==> src/rtl/pll_seq_pkg.sv <==
package pll_seq_pkg;

    localparam int WORD_W    = 24;
    localparam int NUM_WORDS = 3;

    localparam logic [1:0] CTL_CFG  = 2'b11;
    localparam logic [1:0] CTL_RDIV = 2'b00;
    localparam logic [1:0] CTL_NDIV = 2'b01;

    typedef enum logic [2:0] {
        ST_IDLE,
        ST_CHECK,
        ST_CLK_LO,
        ST_CLK_HI,
        ST_TAIL,
        ST_LATCH,
        ST_DONE,
        ST_FAULT
    } seq_state_t;

endpackage

==> src/rtl/pll_ratio_split.sv <==
module pll_ratio_split #(
    parameter int N_W    = 20,
    parameter int R_IN_W = 16,
    parameter int R_W    = 14,
    parameter int A_W    = 6,
    parameter int B_W    = 13
) (
    input  logic [N_W-1:0]    n_ratio,
    input  logic [R_IN_W-1:0] r_ratio,
    input  logic [1:0]        psel,
    output logic [A_W-1:0]    a_cnt,
    output logic [B_W-1:0]    b_cnt,
    output logic [R_W-1:0]    r_cnt,
    output logic              legal
);
    localparam logic [N_W-1:0]    B_MAX = N_W'((1 << B_W) - 1);
    localparam logic [N_W-1:0]    A_MAX = N_W'((1 << A_W) - 1);
    localparam logic [R_IN_W-1:0] R_MAX = R_IN_W'((1 << R_W) - 1);

    logic [2:0]     shamt;
    logic [N_W-1:0] mask;
    logic [N_W-1:0] b_full;
    logic [N_W-1:0] a_full;
    logic           r_ok, b_ok, a_ok;

    // prescaler is a power of two: the split is a shift and a mask
    always_comb begin
        shamt  = {1'b0, psel} + 3'd3;
        mask   = (N_W'(1) << shamt) - N_W'(1);
        b_full = n_ratio >> shamt;
        a_full = n_ratio & mask;
        r_ok   = (r_ratio >= R_IN_W'(3)) && (r_ratio <= R_MAX);
        b_ok   = (b_full >= N_W'(3)) && (b_full <= B_MAX);
        a_ok   = (a_full <= A_MAX) && (a_full <= b_full);
        legal  = r_ok && b_ok && a_ok;
    end

    assign a_cnt = a_full[A_W-1:0];
    assign b_cnt = b_full[B_W-1:0];
    assign r_cnt = r_ratio[R_W-1:0];
endmodule

==> src/rtl/pll_word_build.sv <==
module pll_word_build
    import pll_seq_pkg::*;
#(
    parameter int R_W = 14,
    parameter int A_W = 6,
    parameter int B_W = 13
) (
    input  logic [1:0]        wsel,
    input  logic [1:0]        psel,
    input  logic [2:0]        cp_cur,
    input  logic              cp_gain,
    input  logic [A_W-1:0]    a_cnt,
    input  logic [B_W-1:0]    b_cnt,
    input  logic [R_W-1:0]    r_cnt,
    output logic [WORD_W-1:0] word
);
    localparam int R_PAD = WORD_W - R_W - 2;
    localparam int N_PAD = WORD_W - B_W - A_W - 3;

    logic [WORD_W-1:0] cfg_word;

    always_comb begin
        cfg_word          = '0;
        cfg_word[1:0]     = CTL_CFG;
        cfg_word[6:4]     = 3'b001;   // lock-detect output select
        cfg_word[7]       = 1'b1;     // positive phase polarity
        cfg_word[17:15]   = cp_cur;
        cfg_word[20:18]   = cp_cur;
        cfg_word[23:22]   = psel;
    end

    always_comb begin
        unique case (wsel)
            2'd0:    word = cfg_word;
            2'd1:    word = {{R_PAD{1'b0}}, r_cnt, CTL_RDIV};
            2'd2:    word = {{N_PAD{1'b0}}, cp_gain, b_cnt, a_cnt, CTL_NDIV};
            default: word = '0;
        endcase
    end
endmodule

==> src/rtl/pll_half_timer.sv <==
module pll_half_timer #(
    parameter int HALF_CYC = 4
) (
    input  logic clk,
    input  logic rst_n,
    input  logic run,
    output logic tick
);
    localparam int CW = $clog2(HALF_CYC + 1);

    logic [CW-1:0] cnt;

    assign tick = run && (cnt == CW'(HALF_CYC - 1));

    always_ff @(posedge clk or negedge rst_n) begin
        if (!rst_n)
            cnt <= '0;
        else if (!run || tick)
            cnt <= '0;
        else
            cnt <= cnt + 1'b1;
    end
endmodule

==> src/rtl/pll_prog_seq.sv <==
module pll_prog_seq
    import pll_seq_pkg::*;
#(
    parameter int HALF_CYC = 4,
    parameter int N_W      = 20,
    parameter int R_IN_W   = 16,
    parameter int R_W      = 14,
    parameter int A_W      = 6,
    parameter int B_W      = 13
) (
    input  logic              clk,
    input  logic              rst_n,
    input  logic              start,
    input  logic [N_W-1:0]    n_ratio,
    input  logic [R_IN_W-1:0] r_ratio,
    input  logic [1:0]        psel,
    input  logic [2:0]        cp_cur,
    input  logic              cp_gain,
    output logic              sclk,
    output logic              sdata,
    output logic              le,
    output logic              done,
    output logic              err
);
    localparam int BIT_W = $clog2(WORD_W);
    localparam logic [BIT_W-1:0] LAST_BIT  = BIT_W'(WORD_W - 1);
    localparam logic [1:0]       LAST_WORD = 2'(NUM_WORDS - 1);

    seq_state_t state, nxt;

    logic [N_W-1:0]    n_q;
    logic [R_IN_W-1:0] r_q;
    logic [1:0]        psel_q;
    logic [2:0]        cur_q;
    logic              gain_q;

    logic [WORD_W-1:0] shreg;
    logic [BIT_W-1:0]  bitn;
    logic [1:0]        widx;
    logic [1:0]        wsel;

    logic [A_W-1:0]    a_cnt;
    logic [B_W-1:0]    b_cnt;
    logic [R_W-1:0]    r_cnt;
    logic              legal;
    logic [WORD_W-1:0] word;
    logic              run, tick;
    logic              accept;

    pll_ratio_split #(
        .N_W(N_W), .R_IN_W(R_IN_W), .R_W(R_W), .A_W(A_W), .B_W(B_W)
    ) u_split (
        .n_ratio (n_q),
        .r_ratio (r_q),
        .psel    (psel_q),
        .a_cnt   (a_cnt),
        .b_cnt   (b_cnt),
        .r_cnt   (r_cnt),
        .legal   (legal)
    );

    pll_word_build #(
        .R_W(R_W), .A_W(A_W), .B_W(B_W)
    ) u_word (
        .wsel    (wsel),
        .psel    (psel_q),
        .cp_cur  (cur_q),
        .cp_gain (gain_q),
        .a_cnt   (a_cnt),
        .b_cnt   (b_cnt),
        .r_cnt   (r_cnt),
        .word    (word)
    );

    pll_half_timer #(
        .HALF_CYC(HALF_CYC)
    ) u_timer (
        .clk   (clk),
        .rst_n (rst_n),
        .run   (run),
        .tick  (tick)
    );

    assign run    = (state == ST_CLK_LO) || (state == ST_CLK_HI) ||
                    (state == ST_TAIL)   || (state == ST_LATCH);
    assign accept = start && ((state == ST_IDLE) || (state == ST_DONE) ||
                              (state == ST_FAULT));
    assign wsel   = (state == ST_LATCH) ? widx + 2'd1 : 2'd0;

    // state register
    always_ff @(posedge clk or negedge rst_n) begin
        if (!rst_n)
            state <= ST_IDLE;
        else
            state <= nxt;
    end

    // next state
    always_comb begin
        nxt = state;
        unique case (state)
            ST_IDLE, ST_DONE, ST_FAULT:
                if (start) nxt = ST_CHECK;
            ST_CHECK:
                nxt = legal ? ST_CLK_LO : ST_FAULT;
            ST_CLK_LO:
                if (tick) nxt = ST_CLK_HI;
            ST_CLK_HI:
                if (tick) nxt = (bitn == LAST_BIT) ? ST_TAIL : ST_CLK_LO;
            ST_TAIL:
                if (tick) nxt = ST_LATCH;
            ST_LATCH:
                if (tick) nxt = (widx == LAST_WORD) ? ST_DONE : ST_CLK_LO;
            default:
                nxt = ST_IDLE;
        endcase
    end

    // captured request and shift path
    always_ff @(posedge clk or negedge rst_n) begin
        if (!rst_n) begin
            n_q    <= '0;
            r_q    <= '0;
            psel_q <= '0;
            cur_q  <= '0;
            gain_q <= 1'b0;
            shreg  <= '0;
            bitn   <= '0;
            widx   <= '0;
        end else begin
            if (accept) begin
                n_q    <= n_ratio;
                r_q    <= r_ratio;
                psel_q <= psel;
                cur_q  <= cp_cur;
                gain_q <= cp_gain;
            end
            if (state == ST_CHECK) begin
                shreg <= word;
                bitn  <= '0;
                widx  <= '0;
            end
            if ((state == ST_CLK_HI) && tick && (bitn != LAST_BIT)) begin
                shreg <= {shreg[WORD_W-2:0], 1'b0};
                bitn  <= bitn + 1'b1;
            end
            if ((state == ST_LATCH) && tick && (widx != LAST_WORD)) begin
                shreg <= word;
                bitn  <= '0;
                widx  <= widx + 2'd1;
            end
        end
    end

    // outputs
    always_comb begin
        sclk  = (state == ST_CLK_HI);
        le    = (state == ST_LATCH);
        sdata = ((state == ST_CLK_LO) || (state == ST_CLK_HI)) ? shreg[WORD_W-1] : 1'b0;
        done  = (state == ST_DONE);
        err   = (state == ST_FAULT);
    end
endmodule

==> config.mk <==
export PLATFORM = sky130hd
export DESIGN_NAME = pll_prog_seq
export DESIGN_NICKNAME = d
export VERILOG_FILES = /design/src/rtl/pll_seq_pkg.sv /design/src/rtl/pll_ratio_split.sv /design/src/rtl/pll_word_build.sv /design/src/rtl/pll_half_timer.sv /design/src/rtl/pll_prog_seq.sv
export SDC_FILE = /design/constraint.sdc
export NUM_CORES = 1
export LEC_CHECK = 0
export CAP_MARGIN = 0
export CORE_MARGIN = 2
export CORE_UTILIZATION = 65
export CTS_BUF_LIST = sky130_fd_sc_hd__clkbuf_4 sky130_fd_sc_hd__clkbuf_8
export DETAILED_ROUTE_END_ITERATION = 10
export DONT_BUFFER_PORTS = 1
export PLACE_DENSITY = 0.8
export SLEW_MARGIN = 5
export SYNTH_ARGS = -nofsm -noshare
export SYNTH_HDL_FRONTEND = slang
export SYNTH_SLANG_ARGS = --single-unit
==> constraint.sdc <==
create_clock -name clk -period 4.8 [get_ports clk]
set_clock_uncertainty 0.1 [all_clocks]
set_input_delay 0.96 -clock clk [delete_from_list [all_inputs] [get_ports clk]]
set_output_delay 0.96 -clock clk [all_outputs]
set_load 0.02 [all_outputs]
==> key figures <==
Outcome
  – Status: finished clean

Route
  – Vias per cell: 6.42
  – Average wire per standard cell: 18.3 um
  – Drt pass-1 iters: 5
  – Initial DRC count: 252
  – Antenna Nets Post-Route: 0
  – Routed via count: 3,565
  – Final wirelength: 10.2 mm
  – Remaining routing DRC violations: 0

Pwr
  – Maximum vdd drop: 0.000410 V
  – Clock power share: 12.4%
  – Sw Pwr: 1600 uW
  – Internal: 2060 uW
  – Gate power share: 50.2%
  – Pwr dens: 743 nW/um^2
  – Switching Share: 43.7%
  – Sequential power share: 37.4%
  – Static Leak: 0.00216 uW

Die
  – Core Region: 7140 um^2
  – Die span in x: 89.1 um
  – Rows: 31
  – Die Footprint: 7940 um^2
  – IO Pins: 50
  – Die H: 89.1 um
  – Starting Density: 66.0%

Setup path
  – Worst Reg-to-Reg Cells: 13
  – Reg2reg setup slack: 1.39 ns
  – Worst r2r src: psel_q[0]
  – Kind of critical path: flip-flop to flip-flop
  – Worst Setup End Kind: flip-flop
  – Worst Path Arrival: 3.55 ns
  – CP max FO: 22
  – Required time of the critical path: 4.94 ns
  – Worst setup SP type: flip-flop
  – Worst r2r dst: state[0]

STA
  – Fin crit period: 3.41 ns
  – Setup TNS: 0 ns
  – RSZ-0062 raised after global routing: no
  – Slew headroom: 15.2%
  – Max Slew Vio Count: 0
  – Final Setup Violations: 0
  – Final Hold Violating Endpoints: 0
  – Final Cycle Share: 71.0%
  – Worst-Margin Slew: 1.27 ns
  – Max frequency: 293 MHz

Yosys
  – YS warnings: 0
  – #FFs+latches synth: 79
  – Sequential cell area fraction in the yosys report: 42.0%
  – Synth unique cells: 52
  – FFs w/ async S/R, synth: 100%
  – Number of synthesized flops with an enable pin: 0
  – Gate Count Post-Synth: 460
  – Mapped cell area: 4710 um^2
  – Syn Area/Cell: 10.2 um^2
  – Primary FF master, synth: dfrtp_1

Clocking
  – CTS resizes: 0
  – Setup Fix Bufs, Post-CTS: 0
  – Worst-Skew Late Latency: 0.36 ns
  – CTS Hold Bufs: 0
  – CTS tree: built
  – Clock Path Buffers: 2
  – Worst-path clk slew: 0.09 ns
  – Root buf cell: clkbuf_8
  – H-Tree Depth: 3
  – TritonCTS Buffers: 9
  – Clock Sinks: 79

Global route
  – First-pass GRT wire length: 16.6 mm
  – Initial antenna violation count: 0
  – Total track usage: 27.2%
  – Largest net degree at the start of global routing: 80
  – GRT overflow: 0
  – Vias in the first global route: 3,414

Flow run
  – # Max-Cap Violations: 0

Hold path
  – Worst min path class: input port to async pin

Placed design
  – I/O Buffers: 0
  – Gpl congestion: 0.916
  – Post-DP HPWL: 7.38 mm
  – Placed Instances: 539

Final layout
  – Layout cell share with drive strength beyond 1: 16.7%
  – Inserted Diodes: 0
  – Synth-to-Final Area Change: 4.78%
  – Nets: 521
  – Layout Cells excl Fill: 555
metal layers:
layer | track usage (%) | vias to the layer above | share of wire [%]
met2 | 41.9 | 130 | 47
li1 | - | 1662 | -
met3 | 7.39 | 29 | 6.0
met4 | 10.4 | 0 | 3.2
met5 | 0 | - | 0
met1 | 37.2 | 1744 | 43
cells in the final DEF (no fill, tap or decap), types with 10 or more instances in the layout:
master    n
dfrtp_1  79
mux2_2   47
nand2_1  44
nor2_1   37
ha_1     25
inv_1    23
o21ai_0  23
a21oi_1  16
a22oi_1  11
nor3_1   10
worst max path at each step:
stage / startpoint / to / slack, ns
detailed placement: psel_q[0] / state[0] / 1.47
finish: psel_q[0] / state[0] / 1.39
global route: psel_q[0] / state[2] / 1.05
CTS: psel_q[0] / state[0] / 1.42
floorplan: psel_q[0] / state[0] / 1.90
global placement: psel_q[0] / state[0] / 1.62
per-stage QoR:
step | total power [uW] | instance area (um^2) | hold slack (ns) | worst slack [ns] | utilization [%]
after floorplan | 2760 | 4730 | 0.310 | 1.90 | -
after global placement | 3100 | 4760 | 0.325 | 1.62 | 66.7
after detailed placement | 3190 | 4760 | 0.332 | 1.47 | 66.7
after CTS | 3650 | 4940 | 0.175 | 1.42 | 69.2
after global routing | 3960 | 4940 | 0.173 | 1.05 | 69.2
final | 3670 | 4940 | 0.190 | 1.39 | 69.2
kinds of logic (layout without fill, tap and decap cells):
group           count (synthesis)  after routing  synth area share, %
simple gates                  146            146                 15.1
compound gates                 92             92                 12.9
flops                          79             79                 42.0
mux                            64             64                 18.3
buf+inv                        48             40                 4.20
fa+ha+maj                      25             25                 6.64
xor+xnor                        4              4                0.744
other cells                     2              6                0.159
final cells by class:
| cell class | count | area (um^2) |
|---|---|---|
| clock buffers | 9 | 124 |
| clock inverters | 7 | 55.1 |
| fillers | 553 | 2200 |
| inverters | 23 | 86.3 |
| multi-input cells | 337 | 2560 |
| flip-flops and latches | 79 | 1980 |
| well taps | 99 | 124 |
| repair buffers | 1 | 7.51 |
power groups by stage:
stage               combinational [uW]  sequential, uW  clock, uW
floorplan                         1600            1160          0
global placement                  1750            1350          0
detailed placement                1810            1370          0
CTS                               1830            1360        463
global route                      2040            1420        492
finish                            1840            1370        456
critical path, cell delays in order, from the launching register on:
cell,delay [ns]
dfrtp_1,0.91
nor2_1,0.19
inv_1,0.10
ha_1,0.13
nor2b_1,0.31
ha_1,0.20
and2_1,0.14
ha_1,0.25
a21oi_1,0.13
o22ai_1,0.11
nor4_1,0.29
nand3_1,0.14
a211oi_1,0.21
nor2_1,0.07
Yosys cell counts, drive strengths merged (9+ instances only):
cell type	count	area, um^2
a21oi	16	80.1
a221oi	9	78.8
a22oi	11	82.6
buf	12	62.6
clkbuf	13	48.8
dfrtp	79	1980
ha	25	313
inv	23	86.3
mux2	47	529
mux4	11	274
nand2	44	165
nor2	37	139
nor2b	9	56.3
nor3	10	50.1
o21ai	25	125
registers in the layout (all words and copies together), names as in the netlist:
signal	count
u_timer.cnt	3
widx	2
psel_q	2
gain_q	1
state	3
cur_q	3
shreg	24
r_q	16
bitn	5
n_q	20
Note: power is estimated with default switching activity, not from simulation.
